--- src/rtl/supv_rst_pkg.sv ---
package supv_rst_pkg;

    // Defaults: 200 ms and 150 ns at a 40 MHz oscillator
    localparam int unsigned REL_CYC_DEFAULT = 8_000_000;
    localparam int unsigned MR_MIN_DEFAULT  = 6;

    typedef enum logic [1:0] {
        RS_HOLD  = 2'd0,
        RS_COUNT = 2'd1,
        RS_RUN   = 2'd2
    } rel_state_e;

    typedef struct packed {
        logic supply_low;
        logic man_active;
    } hold_req_t;

    function automatic int unsigned cnt_width(input int unsigned limit);
        return (limit < 2) ? 1 : $clog2(limit + 1);
    endfunction

    function automatic logic hold_any(input hold_req_t r);
        return r.supply_low | r.man_active;
    endfunction

endpackage

--- src/rtl/supv_sync2.sv ---
module supv_sync2 #(
    parameter logic RST_VAL = 1'b0
) (
    input  logic clk,
    input  logic clr,
    input  logic din,
    output logic dout
);
    logic meta;

    always_ff @(posedge clk or posedge clr) begin
        if (clr) begin
            meta <= RST_VAL;
            dout <= RST_VAL;
        end else begin
            meta <= din;
            dout <= meta;
        end
    end
endmodule

--- src/rtl/supv_mr_filter.sv ---
module supv_mr_filter
    import supv_rst_pkg::*;
#(
    parameter int unsigned MIN_CYC = MR_MIN_DEFAULT
) (
    input  logic clk,
    input  logic clr,
    input  logic pin_n,
    output logic active
);
    localparam int unsigned CW = cnt_width(MIN_CYC);
    localparam logic [CW-1:0] FULL = CW'(MIN_CYC);

    logic [CW-1:0] low_cnt;

    // Saturating count of consecutive low samples; any high sample clears it
    always_ff @(posedge clk or posedge clr) begin
        if (clr) begin
            low_cnt <= '0;
        end else if (pin_n) begin
            low_cnt <= '0;
        end else if (low_cnt != FULL) begin
            low_cnt <= low_cnt + CW'(1);
        end
    end

    assign active = (low_cnt == FULL);
endmodule

--- src/rtl/supv_rel_timer.sv ---
module supv_rel_timer
    import supv_rst_pkg::*;
#(
    parameter int unsigned REL_CYC = REL_CYC_DEFAULT
) (
    input  logic       clk,
    input  logic       clr,
    input  hold_req_t  req,
    output rel_state_e state,
    output logic       busy
);
    localparam int unsigned CW = cnt_width(REL_CYC);
    localparam logic [CW-1:0] LAST = CW'(REL_CYC - 1);

    logic [CW-1:0] cnt;
    rel_state_e    st_q;

    always_ff @(posedge clk or posedge clr) begin
        if (clr) begin
            st_q <= RS_HOLD;
            cnt  <= '0;
        end else if (hold_any(req)) begin
            st_q <= RS_HOLD;
            cnt  <= '0;
        end else begin
            case (st_q)
                RS_HOLD: begin
                    st_q <= RS_COUNT;
                    cnt  <= '0;
                end
                RS_COUNT: begin
                    if (cnt == LAST) begin
                        st_q <= RS_RUN;
                        cnt  <= '0;
                    end else begin
                        cnt <= cnt + CW'(1);
                    end
                end
                RS_RUN: begin
                    st_q <= RS_RUN;
                end
                default: begin
                    st_q <= RS_HOLD;
                    cnt  <= '0;
                end
            endcase
        end
    end

    assign state = st_q;
    assign busy  = (st_q == RS_COUNT);
endmodule

--- src/rtl/supv_reset_gen.sv ---
module supv_reset_gen
    import supv_rst_pkg::*;
#(
    parameter int unsigned REL_CYC    = REL_CYC_DEFAULT,
    parameter int unsigned MR_MIN_CYC = MR_MIN_DEFAULT
) (
    input  logic clk,
    input  logic por_clr,
    input  logic supply_low,
    input  logic man_rst_n,
    output logic sys_rst_n,
    output logic tmr_busy
);
    logic       sl_sync;
    logic       mr_sync_n;
    logic       mr_active;
    hold_req_t  req;
    rel_state_e rel_state;

    // Supply flag clears to "low supply" so the output stays held after clear
    supv_sync2 #(.RST_VAL(1'b1)) u_sl_sync (
        .clk  (clk),
        .clr  (por_clr),
        .din  (supply_low),
        .dout (sl_sync)
    );

    supv_sync2 #(.RST_VAL(1'b1)) u_mr_sync (
        .clk  (clk),
        .clr  (por_clr),
        .din  (man_rst_n),
        .dout (mr_sync_n)
    );

    supv_mr_filter #(.MIN_CYC(MR_MIN_CYC)) u_mr_filter (
        .clk    (clk),
        .clr    (por_clr),
        .pin_n  (mr_sync_n),
        .active (mr_active)
    );

    assign req.supply_low = sl_sync;
    assign req.man_active = mr_active;

    supv_rel_timer #(.REL_CYC(REL_CYC)) u_rel_timer (
        .clk   (clk),
        .clr   (por_clr),
        .req   (req),
        .state (rel_state),
        .busy  (tmr_busy)
    );

    assign sys_rst_n = (rel_state == RS_RUN);
endmodule

--- config.mk ---
export PLATFORM = sky130hd
export DESIGN_NAME = supv_reset_gen
export DESIGN_NICKNAME = d
export VERILOG_FILES = /design/src/rtl/supv_rst_pkg.sv /design/src/rtl/supv_sync2.sv /design/src/rtl/supv_mr_filter.sv /design/src/rtl/supv_rel_timer.sv /design/src/rtl/supv_reset_gen.sv
export SDC_FILE = /design/constraint.sdc
export NUM_CORES = 1
export LEC_CHECK = 0
export CELL_PAD_IN_SITES_DETAIL_PLACEMENT = 1
export CELL_PAD_IN_SITES_GLOBAL_PLACEMENT = 1
export CORE_MARGIN = 1.5
export CORE_UTILIZATION = 50
export DETAILED_ROUTE_END_ITERATION = 8
export DONT_BUFFER_PORTS = 1
export GPL_TIMING_DRIVEN = 1
export PLACE_DENSITY_LB_ADDON = 0.1
export SETUP_SLACK_MARGIN = 0.02
export SLEW_MARGIN = 10
export SYNTH_ARGS = -nofsm -noshare
export SYNTH_HDL_FRONTEND = slang
export SYNTH_SLANG_ARGS = --single-unit
--- constraint.sdc ---
create_clock -name clk -period 4 [get_ports clk]
set_input_delay 0.4 -clock clk [delete_from_list [all_inputs] [get_ports clk]]
set_output_delay 0.4 -clock clk [all_outputs]
set_load 0.05 [all_outputs]
==> results of run 1 <==
-- final timing paths --
path / start / to / depth (start not counted)
worst max-delay path: u_rel_timer.state[0] / u_rel_timer.cnt[15] / 8
worst min-delay path: man_rst_n / u_mr_sync.meta / 0
worst max register to register: u_rel_timer.state[0] / u_rel_timer.cnt[15] / 8
worst min register to register: u_mr_sync.meta / u_mr_sync.dout / 0
max in group asynchronous: por_clr / u_rel_timer.state[0] / 3
min in group asynchronous: por_clr / u_mr_filter.low_cnt[1] / 2
-- what timing repair did --
action / CTS / global route
setup buffers: 0 / 0
endpoints found under the setup margin: 0 / 0
hold buffers: 1 / 0
endpoints found under the hold margin: 3 / 0
-- Yosys cell counts, types with 2 or more instances --
cell / n
xnor2_1: 9
or3_1: 5
or4_1: 3
or4_4: 3
ha_1: 6
buf_2: 3
a21oi_1: 4
nor4b_1: 2
a211oi_1: 13
and4_1: 2
nand2_1: 12
inv_1: 9
o21ai_0: 5
nand3_1: 9
nand4_1: 4
clkbuf_1: 7
a221oi_2: 3
nor2_1: 5
o21ai_1: 2
or2_1: 2
a221oi_1: 7
a2111oi_0: 3
dfstp_2: 4
dfrtp_1: 28
mux2i_1: 2
and3_1: 2
o31ai_1: 6
-- critical path: stages (launching register included) --
cell and delay [ps]:
dfrtp_1 380, inv_1 80, ha_1 200, buf_4 220, inv_1 510, o21ai_0 190
buf_4 210, or4_1 480, a221oi_1 280
-- power by group --
part           switching, W  internal (W)  leakage, nW
clock              0.000113     0.0000835       0.0380
sequential        0.0000154      0.000342        0.429
combinational      0.000163     0.0000540        0.245
total              0.000291      0.000479        0.712
-- cell families (layout without fill, tap and decap cells) --
family	after synthesis	in the layout	share of synthesized area [%]
buffers and inverters	20	25	4.79
DFF	32	32	44.8
AOI/OAI and AO/OA	52	52	22.8
and+or+nand+nor	53	53	17.5
adders and majority gates	6	6	4.17
xor gates and xnor gates	10	10	4.86
muxes	2	2	1.11
-- stage by stage --
stage | utilization (%) | cell area, um^2 | hold WS, ps
after floorplan | - | 1800 | 345
after global placement | 54.8 | 1860 | 230
after detailed placement | 54.8 | 1860 | 249
after CTS | 56.9 | 1930 | 19.6
after global routing | 56.9 | 1930 | 16.6
final | 56.9 | 1930 | 40.9
-- flip-flops by register name (all words and copies together), names as in the netlist --
name	cells
u_mr_filter.low_cnt	3
u_mr_sync.dout	1
u_sl_sync.dout	1
u_mr_sync.meta	1
u_rel_timer.state	2
u_sl_sync.meta	1
u_rel_timer.cnt	23
-- final cells by class --
class | count | area, um^2 | share of cell area, %
multi-input cells | 123 | 908 | 47.1
well taps | 46 | 57.6 | 2.98
clock buffers | 6 | 51.3 | 2.66
clock inverters | 2 | 10.0 | 0.519
repair buffers | 8 | 62.6 | 3.24
flip-flops and latches | 32 | 806 | 41.8
inverters | 9 | 33.8 | 1.75
-- layer usage --
layer  vias to the layer above  global-route usage (%)
met1                       715                    30.3
met2                        12                    39.6
li1                        684                       -
met5                         -                       0
met4                         0                    8.33
met3                         5                    5.41
==> reports/qor.txt, run 1 <==
ROUTE
-----------------------------------------------------------------------------------------------
Starting DRC count in detailed routing                                                       76
Topmost layer with routed signal wires                                                     met4
Final wirelength                                                                        4200 um
Antenna violation net count after detailed routing                                            0
Number of iterations in the first detailed-routing pass                                       4
Post-detailed-route via-to-cell ratio                                                      6.27
Count of unresolved DRC violations after routing                                              0
Met3 wirelength from detailed routing                                                     98 um
Via Count                                                                                  1416
Routed length on met2                                                                   2070 um
Detailed-route wire length on metal 1                                                   1980 um
WL per Instance                                                                         18.6 um

LAYOUT
-----------------------------------------------------------------------------------------------
Synth-to-Final Area Change                                                                7.16%
Number of diodes added for antenna fixing                                                     0
# fillers                                                                                   365
Final layout net count                                                                      189
Leading cell type in the layout, fill and taps excluded                                 dfrtp_1
Top library cells by usage in the layout, fill and taps aside                      dfrtp_1 (28), a211oi_1 (13), nand2_1 (12)
Final Non-Filler Cells                                                                      226
Layout cell share with drive strength beyond 1                                            15.6%

SETUP PATH
-----------------------------------------------------------------------------------------------
Register-to-register setup slack                                                        1360 ps
WP data required                                                                        4240 ps
Startpoint kind of the worst setup timing path                                        flip-flop
Crit path max fanout                                                                         19
Type of the worst setup path                                                         reg -> reg
Worst setup EP type                                                                   flip-flop
Worst EP arrival                                                                        2880 ps

STA
-----------------------------------------------------------------------------------------------
Hold Violations, Final                                                                        0
Relative slew slack                                                                       57.4%
# setup viols final                                                                           0
Highest clock rate                                                                    0.379 GHz
Post-route clock period utilization                                                       66.0%
Maximum clock skew at final layout                                                      14.6 ps
Final TNS setup                                                                            0 ps
Max-slew violation count                                                                      0
Worst-margin pin slew                                                                    638 ps
Crit path time final                                                                    2640 ps
RSZ-0062 raised after global routing                                                      false
Worst path setup slack after routing                                                    1360 ps

LOGIC SYNTHESIS
-----------------------------------------------------------------------------------------------
Net count of the mapped netlist                                                             185
Synthesized area per cell                                                             10.3 um^2
Sequential area share after synthesis                                                     44.8%
Fraction of registers with async set/reset                                                 100%
Library cell with the largest summed area after synthesis                               dfrtp_1
EDFF count, synth                                                                             0
Area share of the leading cell type in the synthesized netlist                            38.9%
Number of warning messages in the yosys log                                                   0
Synth area leaders                                                                 dfrtp_1 (39%), dfstp_2 (5.8%), a211oi_1 (5.4%)
Number of flip-flops and latches in the synthesized netlist                                  32
Number of cells produced by synthesis                                                       175
Commonest register cell after synthesis                                                 dfrtp_1
Post-synthesis cell area                                                              1800 um^2
Post-synth cell types                                                                        42

CLOCK TREE
-----------------------------------------------------------------------------------------------
Resized cells post-CTS                                                                        0
Max Root-Sink Buffers                                                                         2
Maximum level of the CTS H-tree                                                               2
Inserted Clock Buffers                                                                        5
Root Buffer Master                                                                     clkbuf_4
Clock tree from TritonCTS                                                                  done
TritonCTS Sinks                                                                              32
Clock insertion delay at the later pin of the skew report                                340 ps
Clock input transition at the sequential cells of the worst setup and hold paths         110 ps

DIE
-----------------------------------------------------------------------------------------------
Cell row count                                                                               21
Number of I/O pins                                                                            6
Initial core utilization                                                                  53.1%
Die Y                                                                                   63.0 um
Width of the die                                                                        63.0 um
DIE AREA                                                                              3970 um^2
Standard cell core area                                                               3390 um^2

PLACE
-----------------------------------------------------------------------------------------------
Placer's final routability congestion estimate                                            0.794
Detail Placement HPWL                                                                   2930 um
Number of buffers inserted by port buffering                                                  0
Post-place setup slack                                                                  1300 ps
Post-placement cell count                                                                   217

GLOBAL ROUTING
-----------------------------------------------------------------------------------------------
Global Route Usage Sum                                                                    23.8%
Largest net degree at the start of global routing                                            26
Wire length of the first global-routing pass                                            7310 um
Initial antenna violation count                                                               0
Vias in the first global route                                                             1527
Global route total overflow                                                                   0

FLOW RUN
-----------------------------------------------------------------------------------------------
Max Cap Violations                                                                            0

POWER AND IR DROP
-----------------------------------------------------------------------------------------------
Power Dens Cells                                                                    399 nW/um^2
Static leakage power                                                                   0.712 nW
Total power after layout                                                             0.000770 W
Maximum vdd ir drop                                                                    0.320 mV

HOLD PATH
-----------------------------------------------------------------------------------------------
Path category of the worst min-delay check                                            in -> reg

OUTCOME
-----------------------------------------------------------------------------------------------
Outcome                                                                            complete, no violations

Power figures use the tool's default switching activity.
==> inputs of run 2 (changes only) <==
--- a/config.mk
+++ b/config.mk
@@ -8,7 +8,7 @@
 export CELL_PAD_IN_SITES_DETAIL_PLACEMENT = 1
 export CELL_PAD_IN_SITES_GLOBAL_PLACEMENT = 1
 export CORE_MARGIN = 1.5
-export CORE_UTILIZATION = 50
+export CORE_UTILIZATION = 45
 export DETAILED_ROUTE_END_ITERATION = 8
 export DONT_BUFFER_PORTS = 1
 export GPL_TIMING_DRIVEN = 1
==> constraint.sdc (replaced) <==
create_clock -name clk -period 2.18 [get_ports clk]
set_input_delay 0.218 -clock clk [delete_from_list [all_inputs] [get_ports clk]]
set_output_delay 0.218 -clock clk [all_outputs]
set_load 0.05 [all_outputs]
==> reports/qor.txt, run 2 (synthesized netlist as in run 1, its figures left out) <==
STA
-----------------------------------------------------------------------------------------------
Post-route clock period utilization                                                       92.5%
Highest clock rate                                                                    0.496 GHz
Max-slew violation count                                                                      0
Crit path time final                                                                    2020 ps
Worst path setup slack after routing                                                     163 ps
# setup viols final                                                                           0
Maximum clock skew at final layout                                                      12.6 ps
Final TNS setup                                                                            0 ps
Worst hold margin                                                                        357 ps
Worst-margin pin slew                                                                    553 ps
Relative slew slack                                                                       62.2%
Hold Violations, Final                                                                        0
RSZ-0062 raised after global routing                                                      false

POWER AND IR DROP
-----------------------------------------------------------------------------------------------
Part of the total power dissipated in the clock network                                   28.5%
Net switching share of the total power                                                    36.5%
Static leakage power                                                                   0.751 nW
Switching power of the nets                                                          0.000562 W
Maximum vdd ir drop                                                                    0.458 mV
Portion of total power attributed to sequential cells                                     42.5%
Power Dens Cells                                                                    758 nW/um^2
Internal Pwr Total                                                                   0.000978 W
Gate power share                                                                          29.0%

CLOCK TREE
-----------------------------------------------------------------------------------------------
Max Root-Sink Buffers                                                                         2
Clock insertion delay at the later pin of the skew report                                290 ps
Setup Fix Bufs, Post-CTS                                                                      0
Maximum level of the CTS H-tree                                                               2
Inserted Clock Buffers                                                                        5
TritonCTS Sinks                                                                              32
Clock input transition at the sequential cells of the worst setup and hold paths          60 ps
Root Buffer Master                                                                     clkbuf_8
Clock tree from TritonCTS                                                                  done

DIE
-----------------------------------------------------------------------------------------------
Cell row count                                                                               22
Number of I/O pins                                                                            6
Width of the die                                                                        66.3 um
DIE AREA                                                                              4390 um^2
Standard cell core area                                                               3740 um^2
Initial core utilization                                                                  48.1%
Die Y                                                                                   66.3 um

SETUP PATH
-----------------------------------------------------------------------------------------------
Type of the worst setup path                                                         reg -> reg
Worst EP arrival                                                                        2190 ps
R2R depth                                                                                     7
Startpoint kind of the worst setup timing path                                        flip-flop
Worst setup EP type                                                                   flip-flop
Critical R2R Launch                                                                u_mr_filter.low_cnt[0]
Register-to-register setup slack                                                         160 ps
WP data required                                                                        2360 ps
End of the worst register-to-register path                                         u_rel_timer.cnt[15]
Crit path max fanout                                                                         14
Critical path launch point                                                         u_mr_filter.low_cnt[0]

ROUTE
-----------------------------------------------------------------------------------------------
Starting DRC count in detailed routing                                                       74
WL per Instance                                                                         19.4 um
Final wirelength                                                                        4580 um
Number of iterations in the first detailed-routing pass                                       4
Post-detailed-route via-to-cell ratio                                                      6.31
Via Count                                                                                  1490
Antenna violation net count after detailed routing                                            0
Count of unresolved DRC violations after routing                                              0

PLACE
-----------------------------------------------------------------------------------------------
Detail Placement HPWL                                                                   3070 um
Placer's final routability congestion estimate                                            0.795
Post-place setup slack                                                                   161 ps
Number of buffers inserted by port buffering                                                  0

GLOBAL ROUTING
-----------------------------------------------------------------------------------------------
Global routing usage on met3                                                              6.64%
Global route total overflow                                                                   0
Met1 track demand over resource                                                           32.3%
Global route hottest layer                                                                 met2
Vias in the first global route                                                             1573
Largest net degree at the start of global routing                                            24
Wire length of the first global-routing pass                                            7890 um
Initial antenna violation count                                                               0
Fraction of met2 tracks used by global routing                                            38.0%
Global Route Usage Sum                                                                    24.0%

OUTCOME
-----------------------------------------------------------------------------------------------
Outcome                                                                            complete, no violations

LAYOUT
-----------------------------------------------------------------------------------------------
Top library cells by usage in the layout, fill and taps aside                      dfrtp_1 (28), a211oi_1 (13), buf_4 (13), nand2_1 (12)
Leading cell type in the layout, fill and taps excluded                                 dfrtp_1
Max reg flops                                                                                23
Final layout net count                                                                      197
Synth-to-Final Area Change                                                                12.8%
Layout cell share with drive strength beyond 1                                            19.1%
Number of diodes added for antenna fixing                                                     0
Top register by number of flip-flops                                               u_rel_timer.cnt

HOLD PATH
-----------------------------------------------------------------------------------------------
Hold wc startpoint                                                                 u_mr_sync.meta
Worst hold stages                                                                             0
Hold worst-path end                                                                u_mr_sync.dout
Path category of the worst min-delay check                                           reg -> reg

FLOW RUN
-----------------------------------------------------------------------------------------------
Max Cap Violations                                                                            0

run 2: cell types whose count changed in the layout (fill, tap and decap cells not counted), moves of 2 or more:
cell           delta
buf_4             +6
ha_2              +2
clkbuf_4          -5
dlygate4sd3_1     +2
clkbuf_1          +2
clkbuf_8          +4
ha_1              -2
run 2: power groups by stage:
| stage | Combinational [W] | Sequential [W] | Clock (W) |
|---|---|---|---|
| finish | 0.000446 | 0.000655 | 0.000438 |
| global placement | 0.000416 | 0.000662 | 0 |
| floorplan | 0.000308 | 0.000658 | 0 |
| global route | 0.000488 | 0.000660 | 0.000475 |
| detailed placement | 0.000440 | 0.000666 | 0 |
| CTS | 0.000444 | 0.000655 | 0.000452 |
run 2: area by class of cell:
cell class | instances | area [um^2]
Sequential cell | 32 | 806
Clock inverter | 1 | 5.00
Timing Repair Buffer | 16 | 128
Multi-Input combinational cell | 123 | 922
Inverter | 9 | 33.8
Clock buffer | 7 | 76.3
Fill cell | 422 | 1710
Tap cell | 48 | 60.1
run 2: stage by stage:
stage / util, % / std cells / area (um^2) / power [W]
final: 54.2 / 236 / 2030 / 0.00154
after global routing: 54.2 / 236 / 2030 / 0.00162
after CTS: 53.9 / 236 / 2020 / 0.00155
after detailed placement: 51.0 / 225 / 1910 / 0.00111
after global placement: 51.0 / 225 / 1910 / 0.00108
after floorplan: - / 175 / 1800 / 0.000966
run 2: worst max-delay path by stage:
stage	endpoint	slack, ps	depth (start not counted)
3_5_place_dp	u_rel_timer.cnt[15]	160	7
4_1_cts	u_rel_timer.cnt[15]	120	7
5_1_grt	u_rel_timer.cnt[15]	9	7
2_1_floorplan	u_rel_timer.cnt[12]	150	7
6_report	u_rel_timer.cnt[15]	160	7
3_3_place_gp	u_rel_timer.cnt[20]	260	7
run 2: layer usage:
| layer | share of wire (%) | wire length (um) | vias to the layer above |
|---|---|---|---|
| li1 | - | - | 696 |
| met5 | 0 | 0 | - |
| met1 | 48 | 2210 | 771 |
| met2 | 49 | 2230 | 19 |
| met4 | 0.68 | 31 | 0 |
| met3 | 2.4 | 111 | 4 |
run 2: critical path, cell delays in order, from the launching register on:
cell and delay [ps]:
dfrtp_1 410, inv_1 70, ha_2 200, a21o_1 170, o21ai_0 90, buf_4 190
or4_1 500, a221oi_2 280
run 2: what timing repair did:
item,4_1_cts,5_1_grt
resized for setup,0,3
hold buffers,3,0
endpoints found under the setup margin,0,3
endpoints found under the hold margin,10,0
